==> src/rtl/pio_decoder.sv <==
module pio_decoder (
  input  logic        clk,
  input  logic        rst_n,
  input  logic        instr_valid,
  input  logic [11:0] instr,
  input  logic [11:0] ac_in,
  input  logic        retire,
  input  logic        irq,
  input  logic        dev_skip,
  input  logic [11:0] dev_data,
  output logic        busy,
  output logic [5:0]  dev_sel,
  output logic        dev_sel_valid,
  output logic [2:0]  fn_code,
  output logic [2:0]  fn_pulse,
  output logic        done,
  output logic        skip_req,
  output logic [11:0] ac_out,
  output logic        int_en,
  output logic        int_ack
);

  localparam logic [2:0] IO_OP = 3'o6;

  logic        run, gap, skp, ie, hold, ack;
  logic [2:0]  pend, fn;
  logic [5:0]  dev;
  logic [11:0] acc;
  logic [2:0]  fire;
  logic        self_dev, strobe;

  assign fire     = pend[0] ? 3'b001 : pend[1] ? 3'b010 : pend[2] ? 3'b100 : 3'b000;
  assign self_dev = (dev == 6'd0);
  assign strobe   = run && !gap && (pend != 3'b000);

  assign busy          = run;
  assign dev_sel       = dev;
  assign fn_code       = fn;
  assign dev_sel_valid = run && !self_dev;
  assign fn_pulse      = (strobe && !self_dev) ? fire : 3'b000;
  assign done          = run && !gap && (pend == 3'b000);
  assign skip_req      = skp;
  assign ac_out        = acc;
  assign int_en        = ie;
  assign int_ack       = ack;

  always_ff @(posedge clk or negedge rst_n) begin
    if (!rst_n) begin
      run  <= 1'b0;
      gap  <= 1'b0;
      pend <= 3'b000;
      fn   <= 3'b000;
      dev  <= 6'd0;
      acc  <= 12'd0;
      skp  <= 1'b0;
      ie   <= 1'b0;
      hold <= 1'b0;
      ack  <= 1'b0;
    end else begin
      ack <= 1'b0;
      if (!run) begin
        if (instr_valid && instr[11:9] == IO_OP) begin
          run  <= 1'b1;
          gap  <= 1'b0;
          pend <= instr[2:0];
          fn   <= instr[2:0];
          dev  <= instr[8:3];
          acc  <= ac_in;
          skp  <= 1'b0;
        end
      end else if (gap) begin
        gap <= 1'b0;
      end else if (pend == 3'b000) begin
        run <= 1'b0;
      end else begin
        pend <= pend & ~fire;
        gap  <= 1'b1;
        if (self_dev) begin
          if (fire[0]) begin
            ie   <= 1'b1;
            hold <= 1'b1;
          end
          if (fire[1]) begin
            ie   <= 1'b0;
            hold <= 1'b0;
          end
        end else begin
          if (fire[0] && dev_skip) skp <= 1'b1;
          if (fire[2]) acc <= acc | dev_data;
        end
      end
      if (retire && !run) begin
        if (hold) begin
          hold <= 1'b0;
        end else if (ie && irq) begin
          ie  <= 1'b0;
          ack <= 1'b1;
        end
      end
    end
  end

  assert_pulse_onehot_R3: assert property (@(posedge clk) disable iff (!rst_n)
    $onehot0(fn_pulse));

  assert_pulse_gap_R3: assert property (@(posedge clk) disable iff (!rst_n)
    (fn_pulse != 3'b000) |=> (fn_pulse == 3'b000));

  assert_last_strobe_R3: assert property (@(posedge clk) disable iff (!rst_n)
    fn_pulse[2] |=> (fn_pulse == 3'b000) ##1 done);

  assert_order_mid_R3: assert property (@(posedge clk) disable iff (!rst_n)
    fn_pulse[1] |=> ##1 !fn_pulse[0]);

  assert_done_ends_R4: assert property (@(posedge clk) disable iff (!rst_n)
    done |=> !busy);

  assert_idle_quiet_R4: assert property (@(posedge clk) disable iff (!rst_n)
    !busy |-> (fn_pulse == 3'b000) && !done);

  assert_self_quiet_R7: assert property (@(posedge clk) disable iff (!rst_n)
    !dev_sel_valid |-> (fn_pulse == 3'b000));

  assert_ack_clears_R9: assert property (@(posedge clk) disable iff (!rst_n)
    int_ack |-> !int_en);

  assert_ack_cause_R9: assert property (@(posedge clk) disable iff (!rst_n)
    int_ack |-> $past(retire && irq));

  assert_ack_single_R9: assert property (@(posedge clk) disable iff (!rst_n)
    int_ack |=> !int_ack);

endmodule

==> config.mk <==
export PLATFORM = sky130hd
export DESIGN_NAME = pio_decoder
export DESIGN_NICKNAME = d
export VERILOG_FILES = /design/src/rtl/pio_decoder.sv
export SDC_FILE = /design/constraint.sdc
export NUM_CORES = 1
export LEC_CHECK = 0
export ABC_CLOCK_PERIOD_IN_PS = 2500
export CORE_MARGIN = 2
export CORE_UTILIZATION = 28
export DETAILED_ROUTE_END_ITERATION = 10
export GPL_ROUTABILITY_DRIVEN = 0
export SYNTH_ARGS = -nofsm -noshare
export SYNTH_HDL_FRONTEND = slang
export SYNTH_SLANG_ARGS = --single-unit
==> constraint.sdc <==
create_clock -name clk -period 2.5 [get_ports clk]
set_input_delay 0.375 -clock clk [delete_from_list [all_inputs] [get_ports clk]]
set_output_delay 0.375 -clock clk [all_outputs]
set_load 0.03 [all_outputs]
==> results of run 1 <==
worst max-delay path: stages (launching register included):
cell and delay, ns:
dfrtp_1 0.41, or4_4 0.55, o311ai_4 0.27, inv_2 0.04, buf_4 0.17
power groups by stage:
stage               clock (mW)  combinational (mW)  sequential [mW]
floorplan                    0               0.523             1.19
global placement             0                1.40            0.893
detailed placement           0                1.42            0.894
CTS                      0.372                1.42            0.891
global route             0.392                1.51            0.919
finish                   0.354                1.41            0.890
synth_stat cells (all sizes together):
master,n
nor3,2
a21oi,28
mux2,7
and4,1
clkbuf,7
dfrtp,30
a32o,1
and4b,1
clkinv,1
nand3,2
inv,2
a41o,1
and2,2
or4,1
o211ai,3
nor2,2
nor2b,1
nand4b,1
nor4,1
o311ai,1
o32ai,12
nor4b,1
and3b,1
mux2i,1
buf,3
nand4,1
o21ai,5
nand2,8
o22ai,1
nand2b,14
sequential cells by signal, indices dropped and copies added, names as in the netlist:
register	cells
dev_sel	6
hold	1
int_en	1
int_ack	1
pend	3
fn_code	3
busy	1
skip_req	1
ac_out	12
gap	1
routing by layer:
| layer | global-route usage | share of wire | up-vias | wire [µm] |
|---|---|---|---|---|
| li1 | - | - | 683 | - |
| met1 | 0.187 | 0.48 | 646 | 1950 |
| met2 | 0.195 | 0.44 | 47 | 1780 |
| met3 | 0.0570 | 0.072 | 2 | 289 |
| met4 | 0.0375 | 0.0050 | 0 | 20 |
| met5 | 0 | 0 | - | 0 |
final cells by class:
class                      count  area (µm²)  area share
inverter                       3        11.3     0.00472
tap                           70        87.6      0.0367
multi-input combinational     99         709       0.297
clock buffer                   7        76.3      0.0320
sequential                    30         751       0.315
timing repair buffer          78         751       0.315
per-stage QoR:
| step | total power [mW] | hold WS (ns) | utilization | instances | cell area, µm² |
|---|---|---|---|---|---|
| floorplan | 1.72 | 0.0794 | - | 142 | 1520 |
| global placement | 2.30 | 0.441 | 0.447 | 280 | 2310 |
| detailed placement | 2.32 | 0.447 | 0.447 | 280 | 2310 |
| CTS | 2.69 | 0.455 | 0.461 | 287 | 2390 |
| global route | 2.82 | 0.490 | 0.461 | 287 | 2390 |
| finish | 2.65 | 0.452 | 0.461 | 287 | 2390 |
final timing paths:
path,depth (start not counted),from,slack (ns),endpoint
setup reg to reg,4,dev_sel[1],0.77,ac_out[8]
max in group asynchronous,2,rst_n,1.71,ac_out[2]
hold / removal,1,hold,0.45,int_ack
min in group asynchronous,2,rst_n,0.50,skip_req
setup / recovery,4,dev_sel[1],0.41,fn_pulse[2]
hold reg to reg,1,hold,0.45,int_ack
cells by family after synthesis:
kind of cell / synth area share
buffers and inverters: 0.0387
muxes: 0.0585
AOI/OAI and AO/OA: 0.250
DFF: 0.494
and+or+nand+nor: 0.159
==> key figures, run 1 <==
Drt
  – DR vias/cell: 4.80
  – Antenna violation net count after detailed routing: 0
  – Final wirelength: 4.03 mm
  – Drt drc: 0
  – Vias: 1,378
  – Initial drt markers: 88
  – Routed len/inst: 14.0 µm
  – Drt first pass iters: 4

STA
  – Clk_skew: 0.00689 ns
  – Fin worst setup slack: 0.413 ns
  – Fmax achieved: 479 MHz
  – Finish-stage setup viols: 0
  – Worst slew pin tran: 0.433 ns
  – RSZ-0062 raised after global routing: no
  – Fin. max-slew vios: 0
  – Final Critical Period: 2.09 ns
  – Period utilisation layout: 0.835
  – Slew margin rel.: 0.711
  – Count of final hold-check violations: 0
  – Setup TNS: 0 ns

CTS
  – CTS tree: done
  – Sinks on the clock net: 30
  – H-tree depth: 2
  – CTS root buffer: clkbuf_8
  – Clock Latency Late Sink: 0.27 ns
  – Postcts setup bufs: 0
  – Cts hold-fix bufs: 0
  – CTS Buffer Depth: 2
  – CTS Buf Count: 5
  – Post-CTS Resized: 0
  – CTS clk-pin slew, worst paths: 0.06 ns

GRT
  – First-pass GRT wire length: 6.42 mm
  – Vias in the first global route: 1,308
  – Initial antenna violation count: 0
  – Pin count of the biggest net entering global routing: 31
  – GRT Total Usage: 0.136
  – Overflow after GRT: 0

Floorplanning
  – Die Y: 77.7 µm
  – Die Wd: 77.7 µm
  – Die ar.: 6030 µm²
  – Starting Density: 0.294
  – Core box area: 5170 µm²
  – Io pins: 72
  – Num rows: 26

Finish
  – Layout Nets: 259
  – ANT cells: 0
  – Syn-to-layout area delta: 57.1%
  – FILL cells: 491
  – Leading cell types in the layout, fill and taps excluded: clkdlybuf4s50_1, dfrtp_1, a21oi_1, nand2b_1
  – Most common cell after layout, fill and taps aside: clkdlybuf4s50_1
  – Share of cells above drive strength 1: 0.175

Worst hold path
  – Hold Path Class: flip-flop to flip-flop

Logic synthesis
  – Yosys warning count: 0
  – Syn Nets: 184
  – Mapped Cells: 142
  – Mapped Area: 1520 µm²
  – Top cells by area, synth: dfrtp_1, o32ai_1, a21oi_1
  – Post-synth top area cell: dfrtp_1
  – Yosys cell types: 34
  – Yosys reg bits: 30
  – Top cell type's share of synthesized area: 0.494
  – Synth Area per Inst: 10.7 µm²
  – Sequential share of the synthesized area: 0.494

Power and ir drop
  – Sw frac: 0.433
  – Psw: 1.15 mW
  – VDD IR max: 0.000407 V
  – Pleak: 0.932 nW
  – Reg power frac: 0.336
  – Internal power: 1.50 mW
  – PD cells: 1110 nW/µm²
  – Combinational share of power: 0.531
  – Clock share of power: 0.134

Job
  – Max cap viols: 0

Setup path
  – WS Path Type: flip-flop to output port
  – CP required: 2.12 ns
  – Crit-path max FO: 4
  – CP Capture Type: output port
  – WP data arrival: 1.71 ns
  – Crit path launch type: flip-flop

Placement
  – Port Buffers: 71
  – Placed wire-length estimate: 2.88 mm
  – DP Worst Slack: 0.559 ns

Run status
  – Status: finished clean
Note: power is estimated with default switching activity, not from simulation.
==> inputs of run 2 (changes only) <==
- ABC_CLOCK_PERIOD_IN_PS: 2500 -> 1700
- clock period: 2.5 -> 1.7 ns (I/O delays scaled with it)
==> key figures, run 2 (same netlist as run 1, synthesis figures left out) <==
STA
  – Final Critical Period: 1.96 ns
  – Fmax achieved: 511 MHz
  – Count of final hold-check violations: 0 (unchanged)
  – Finish-stage setup viols: 16 (+16)
  – Fin worst setup slack: -0.256 ns (-0.670 ns)
  – Fin. max-slew vios: 0 (unchanged)
  – Slew margin rel.: 0.734 (+0.0235)
  – Clk_skew: 0.00352 ns (-0.00337 ns)
  – Setup TNS: -0.712 ns (-0.712 ns)
  – RSZ-0062 raised after global routing: yes
  – Worst slew pin tran: 0.399 ns (-0.0348 ns)
  – Period utilisation layout: 1.15

Floorplanning
  – Die Wd: 77.7 µm (unchanged)
  – Die ar.: 6030 µm² (unchanged)
  – Io pins: 72 (unchanged)
  – Starting Density: 0.294 (unchanged)
  – Num rows: 26 (unchanged)
  – Die Y: 77.7 µm (unchanged)
  – Core box area: 5170 µm² (unchanged)

Drt
  – Routed len/inst: 14.2 µm (+1.3%)
  – Final wirelength: 4.33 mm (+7.3%)
  – Drt first pass iters: 4 (unchanged)
  – Drt drc: 0 (unchanged)
  – Initial drt markers: 59 (-33%)
  – Vias: 1,470 (+6.7%)
  – Antenna violation net count after detailed routing: 0 (unchanged)
  – DR vias/cell: 4.84 (+0.71%)

Run status
  – Failing checks: negative setup slack
  – Status: complete, but fails checks

Setup path
  – WS Path Type: flip-flop to output port
  – CP Capture Type: output port
  – Reg2reg setup slack: -0.04 ns (-0.81 ns)
  – CP required: 1.44 ns (-0.68 ns)
  – Max stage delay on crit path: 0.55 ns (about the same)
  – WP data arrival: 1.70 ns (about the same)
  – Cell breakdown of the critical path: or4_4 -> o311ai_4 -> inv_2 -> buf_6
  – Crit path launch type: flip-flop
  – Kind of cell adding the most delay to the critical path: simple AND/OR/NAND/NOR gates
  – Slowest stage cell, crit path: or4_4
  – CP bufs+invs: 2 (unchanged)
  – Crit-path max FO: 2 (-2)

GRT
  – First-pass GRT wire length: 6.96 mm (+8.5%)
  – Met1 Usage GRT: 0.194 (+0.00735)
  – Met3 GRT Util: 0.0360 (-0.0209)
  – Routing usage on met2: 0.226 (+0.0310)
  – Pin count of the biggest net entering global routing: 31 (unchanged)
  – Overflow after GRT: 0 (unchanged)
  – GR peak layer: met2
  – Vias in the first global route: 1,465 (+12%)
  – Initial antenna violation count: 0 (unchanged)
  – GRT Total Usage: 0.144 (+0.00839)

Finish
  – Syn-to-layout area delta: 71.3%
  – Share of cells above drive strength 1: 0.278 (+0.103)
  – Max reg flops: 12 (unchanged)
  – Most common cell after layout, fill and taps aside: clkdlybuf4s50_1
  – Final Instance Area: 2600 µm² (+9.1%)
  – ANT cells: 0 (unchanged)
  – Leading cell types in the layout, fill and taps excluded: clkdlybuf4s50_1, dfrtp_1, buf_4, a21oi_1, nand2b_1
  – Layout Nets: 276 (+6.6%)
  – FILL cells: 479 (-2.4%)

CTS
  – CTS Buf Count: 5 (unchanged)
  – CTS tree: done
  – Cts hold-fix bufs: 0 (unchanged)
  – CTS root buffer: clkbuf_8
  – Sinks on the clock net: 30 (unchanged)
  – CTS Buffer Depth: 2 (unchanged)
  – CTS clk-pin slew, worst paths: 0.06 ns (about the same)
  – H-tree depth: 2 (unchanged)
  – Clock Latency Late Sink: 0.28 ns (about the same)

Placement
  – Post-DP Area: 2420 µm² (+4.6%)
  – Placed wire-length estimate: 3.13 mm (+8.7%)
  – Port Buffers: 71 (unchanged)

Worst hold path
  – Hold Path Class: input pin to asynchronous set/reset pin

Power and ir drop
  – PD cells: 1630 nW/µm² (+47%)
  – Pleak: 1.08 nW (+16%)
  – Total power: 4.25 mW (+60%)
  – VDD IR max: 0.000789 V (+94%)

Job
  – Max cap viols: 0 (unchanged)
==> run 2: per-stage QoR <==
stage / hold slack (ns) / util / setup WS, ns / std cells
3_3_place_gp: 0.440 / 0.467 / -0.0396 / 292
2_1_floorplan: -0.0406 / - / -0.147 / 142
3_5_place_dp: 0.448 / 0.467 / -0.0361 / 292
4_1_cts: 0.388 / 0.498 / -0.281 / 303
5_1_grt: 0.404 / 0.503 / -0.330 / 304
6_report: 0.377 / 0.503 / -0.256 / 304
==> run 2: final timing paths <==
path                            startpoint           to  depth (start not counted)
worst max-delay path            dev_sel[1]  fn_pulse[2]                          4
worst max register to register  dev_sel[1]    ac_out[9]                          4
max in group asynchronous            rst_n   dev_sel[0]                          2
worst min-delay path                 rst_n   dev_sel[2]                          2
worst min register to register        hold      int_ack                          1
min in group clk                      hold      int_ack                          1
==> run 2: routing by layer <==
layer | vias to the layer above | share of wire
met5 | - | 0
met4 | 0 | 0.0097
met3 | 5 | 0.049
met2 | 42 | 0.46
met1 | 705 | 0.48
li1 | 718 | -
==> run 2: worst reg2reg max path, delay by kind of cell (launching register included) <==
kind	cells	cell delay (ns)
AO/OA/AOI/OAI	2	0.37
buffers and inverters	1	0.29
flip-flops	1	0.40
AND/OR/NAND/NOR	1	0.55
==> run 2: repair_timing <==
item	in CTS	in global routing
gates cloned	0	0
endpoints found under the setup margin	17	21
setup buffers	4	1
pin swaps	3	0
resized for setup	14	6
==> run 2: cell type report <==
class                           count  area [µm²]  share of cell area
Multi-Input combinational cell     99         749               0.288
Timing Repair Buffer               95         923               0.355
Sequential cell                    30         753               0.289
Clock buffer                        7        76.3              0.0293
Tap cell                           70        87.6              0.0337
Inverter                            3        12.5             0.00481
==> run 2: power by group <==
group,switching (mW),internal [mW],total (mW)
Clock,0.248,0.281,0.529
Combinational,1.29,1.16,2.46
Sequential,0.256,1.01,1.27
Total,1.80,2.45,4.25
==> inputs of run 3 (changes only) <==
- ABC_AREA: not set -> 1
==> key figures, run 3 <==
Drt
  – Drt first pass iters: 3 (-1)
  – Antenna violation net count after detailed routing: 0 (unchanged)
  – DR vias/cell: 4.33 (-10%)
  – Routed len/inst: 12.0 µm (-16%)
  – Initial drt markers: 84 (+42%)
  – Drt drc: 0 (unchanged)
  – Vias: 1,573 (+7.0%)
  – Final wirelength: 4.35 mm (+0.65%)

STA
  – Final Critical Period: 1.68 ns (-0.280 ns)
  – Clk_skew: 0.00858 ns (+0.00506 ns)
  – Fin. max-slew vios: 0 (unchanged)
  – Period utilisation layout: 0.986 (-0.165)
  – RSZ-0062 raised after global routing: yes
  – Worst slew pin tran: 0.386 ns (-0.0130 ns)
  – Fmax achieved: 597 MHz (+17%)
  – Count of final hold-check violations: 0 (unchanged)
  – Finish-stage setup viols: 0 (-16)
  – Setup TNS: 0 ns (+0.712 ns)
  – Slew margin rel.: 0.743 (+0.00870)

Logic synthesis
  – Top cells by count, synth: nand2_1, dfrtp_1, nand3_1
  – Yosys reg bits: 30 (unchanged)
  – Post-synth EDFFs: 0 (unchanged)
  – Top cell type's share of synthesized area: 0.471 (-0.0233)
  – Yosys warning count: 0 (unchanged)
  – Mapped Area: 1590 µm² (+4.9%)
  – Post-synth top area cell: dfrtp_1
  – Yosys cell types: 19 (-44%)
  – Predominant post-synthesis flop cell: dfrtp_1
  – Mapped Cells: 208 (+46%)
  – Syn Nets: 250 (+36%)
  – Count leader, synth: nand2_1
  – Sequential share of the synthesized area: 0.471 (-0.0233)
  – Synth Area per Inst: 7.66 µm² (-28%)
  – Post-synth ARST share: 1.00 (unchanged)
  – Top cells by area, synth: dfrtp_1, nand2_1, nand3_1

Finish
  – Util after Layout: 0.462 (-0.0412)
  – FILL cells: 542 (+13%)
  – Most common cell after layout, fill and taps aside: nand2_1
  – Max reg flops: 12 (unchanged)
  – Share of cells above drive strength 1: 0.182 (-0.0956)
  – ANT cells: 0 (unchanged)
  – Final cell count without fillers: 363 (+19%)
  – Syn-to-layout area delta: 59.6%
  – Leading cell types in the layout, fill and taps excluded: nand2_1, clkdlybuf4s50_1, nand3_1, dfrtp_1, o21ai_0
  – Final Instance Area: 2540 µm² (-2.3%)
  – Layout Nets: 332 (+20%)

Setup path
  – WS Path Type: flip-flop to output port
  – Crit path launch type: flip-flop
  – Kind of cell adding the most delay to the critical path: simple AND/OR/NAND/NOR gates
  – Max stage delay on crit path: 0.44 ns (-0.11 ns)
  – Crit path from: pend[0]
  – Slowest stage cell, crit path: dfrtp_2
  – WP data arrival: 1.42 ns (-0.28 ns)
  – CP required: 1.44 ns (about the same)
  – Crit-path max FO: 6 (+4)
  – Cell breakdown of the critical path: nor2_4 -> nand2_2 -> nand3_4 -> inv_4 -> nand2_4 -> nor2_1 -> buf_4
  – CP bufs+invs: 2 (unchanged)
  – CP Capture Type: output port
  – Origin of the critical flop-to-flop path: pend[0]

GRT
  – First-pass GRT wire length: 7.05 mm (+1.3%)
  – Vias in the first global route: 1,511 (+3.1%)
  – Initial antenna violation count: 0 (unchanged)
  – Pin count of the biggest net entering global routing: 31 (unchanged)
  – Routing usage on met2: 0.230 (+0.00439)
  – Met1 Usage GRT: 0.180 (-0.0141)
  – Met3 GRT Util: 0.0554 (+0.0194)
  – GRT Total Usage: 0.143 (-0.00106)
  – Overflow after GRT: 0 (unchanged)
  – GR peak layer: met2

Floorplanning
  – Die Wd: 79.5 µm (+2.3%)
  – Io pins: 72 (unchanged)
  – Starting Density: 0.289 (-0.00418)
  – Die ar.: 6310 µm² (+4.7%)
  – Die Y: 79.5 µm (+2.3%)
  – Core box area: 5510 µm² (+6.5%)
  – Num rows: 27 (+3.8%)

CTS
  – CTS clk-pin slew, worst paths: 0.06 ns (about the same)
  – H-tree depth: 2 (unchanged)
  – CTS tree: done
  – Clock Latency Late Sink: 0.28 ns (about the same)
  – CTS root buffer: clkbuf_8
  – Sinks on the clock net: 30 (unchanged)
  – CTS Buf Count: 5 (unchanged)
  – CTS Buffer Depth: 2 (unchanged)
  – Cts hold-fix bufs: 0 (unchanged)

Job
  – Max cap viols: 0 (unchanged)

Power and ir drop
  – VDD IR max: 0.000815 V (+3.3%)
  – PD cells: 1810 nW/µm² (+11%)
  – Pleak: 1.23 nW (+14%)

Placement
  – Placed wire-length estimate: 3.15 mm (+0.50%)
  – Number of placed instances with taps included: 349 (+20%)
  – Port Buffers: 71 (unchanged)
  – Post-DP Area: 2360 µm² (-2.3%)

Worst hold path
  – Hold Path Class: input pin to asynchronous set/reset pin

Run status
  – Status: finished clean
-- run 3: cell count changes after synthesis, moves of 7 or more --
| cell | previous run | this run |
|---|---|---|
| clkbuf_1 | 7 | 0 |
| a21oi_1 | 19 | 0 |
| a21oi_2 | 9 | 1 |
| o21ai_0 | 5 | 17 |
| o32ai_1 | 12 | 0 |
| nor2_1 | 1 | 10 |
| nand2_1 | 8 | 78 |
| mux2_2 | 7 | 0 |
| nand2b_1 | 14 | 0 |
| inv_1 | 1 | 12 |
| nand3_1 | 2 | 29 |
-- run 3: cell type report --
| type | count | area [µm²] | area share |
|---|---|---|---|
| clock inverter | 1 | 5.00 | 0.00197 |
| tap | 72 | 90.1 | 0.0354 |
| clock buffer | 7 | 86.3 | 0.0339 |
| sequential | 30 | 754 | 0.297 |
| timing repair buffer | 83 | 793 | 0.312 |
| multi-input combinational | 156 | 757 | 0.298 |
| inverter | 14 | 57.6 | 0.0226 |
-- run 3: kinds of logic after synthesis --
logic type / share of synthesized area
AOI/OAI and AO/OA: 0.0589
buffers and inverters: 0.0746
DFF: 0.471
and+or+nand+nor: 0.396
-- run 3: path summary, 6_finish.rpt --
path	endpoint	slack (ns)	cells after the start
worst max-delay path	fn_pulse[0]	0.02	7
worst min-delay path	dev_sel[4]	0.36	2
worst max register to register	ac_out[3]	0.35	8
min in group clk	skip_req	0.48	2
max in group asynchronous	busy	1.04	2
worst min register to register	skip_req	0.48	2
-- run 3: worst reg2reg max path: stages (launching register included) --
cell     delay (ns)
dfrtp_2        0.44
nor2_4         0.16
buf_4          0.13
nand2_2        0.04
nor2_2         0.08
nand3_2        0.07
buf_4          0.18
nand3_1        0.07
nand2_1        0.06
-- run 3: stage by stage --
| stage | setup WS [ns] | hold slack [ns] | power (mW) |
|---|---|---|---|
| 5_1_grt | -0.0382 | 0.393 | 4.94 |
| 3_5_place_dp | 0.161 | 0.473 | 3.84 |
| 3_3_place_gp | 0.186 | 0.466 | 3.82 |
| 4_1_cts | -0.0464 | 0.371 | 4.45 |
| 6_report | 0.0240 | 0.361 | 4.59 |
| 2_1_floorplan | 0.00118 | -0.0406 | 2.91 |
-- run 3: power by group --
| group | internal, mW | total [mW] | switching, mW | leakage [nW] |
|---|---|---|---|---|
| Combinational | 1.09 | 2.69 | 1.59 | 0.821 |
| Sequential | 1.04 | 1.32 | 0.289 | 0.361 |
| Clock | 0.326 | 0.582 | 0.257 | 0.0482 |
| Total | 2.45 | 4.59 | 2.14 | 1.23 |
-- run 3: routing by layer --
| metal | up-vias | wire (µm) | share of wire |
|---|---|---|---|
| met5 | - | 0 | 0 |
| met4 | 0 | 39 | 0.0090 |
| met3 | 5 | 368 | 0.085 |
| met2 | 52 | 1910 | 0.44 |
| met1 | 685 | 2030 | 0.47 |
| li1 | 831 | - | - |
-- run 3: timing repair --
action / in CTS / in global routing
endpoints found under the hold margin: 0 / 0
endpoints found under the setup margin: 3 / 3
pin swaps: 0 / 3
resized for setup: 3 / 12
buffers inserted: 0 / 6
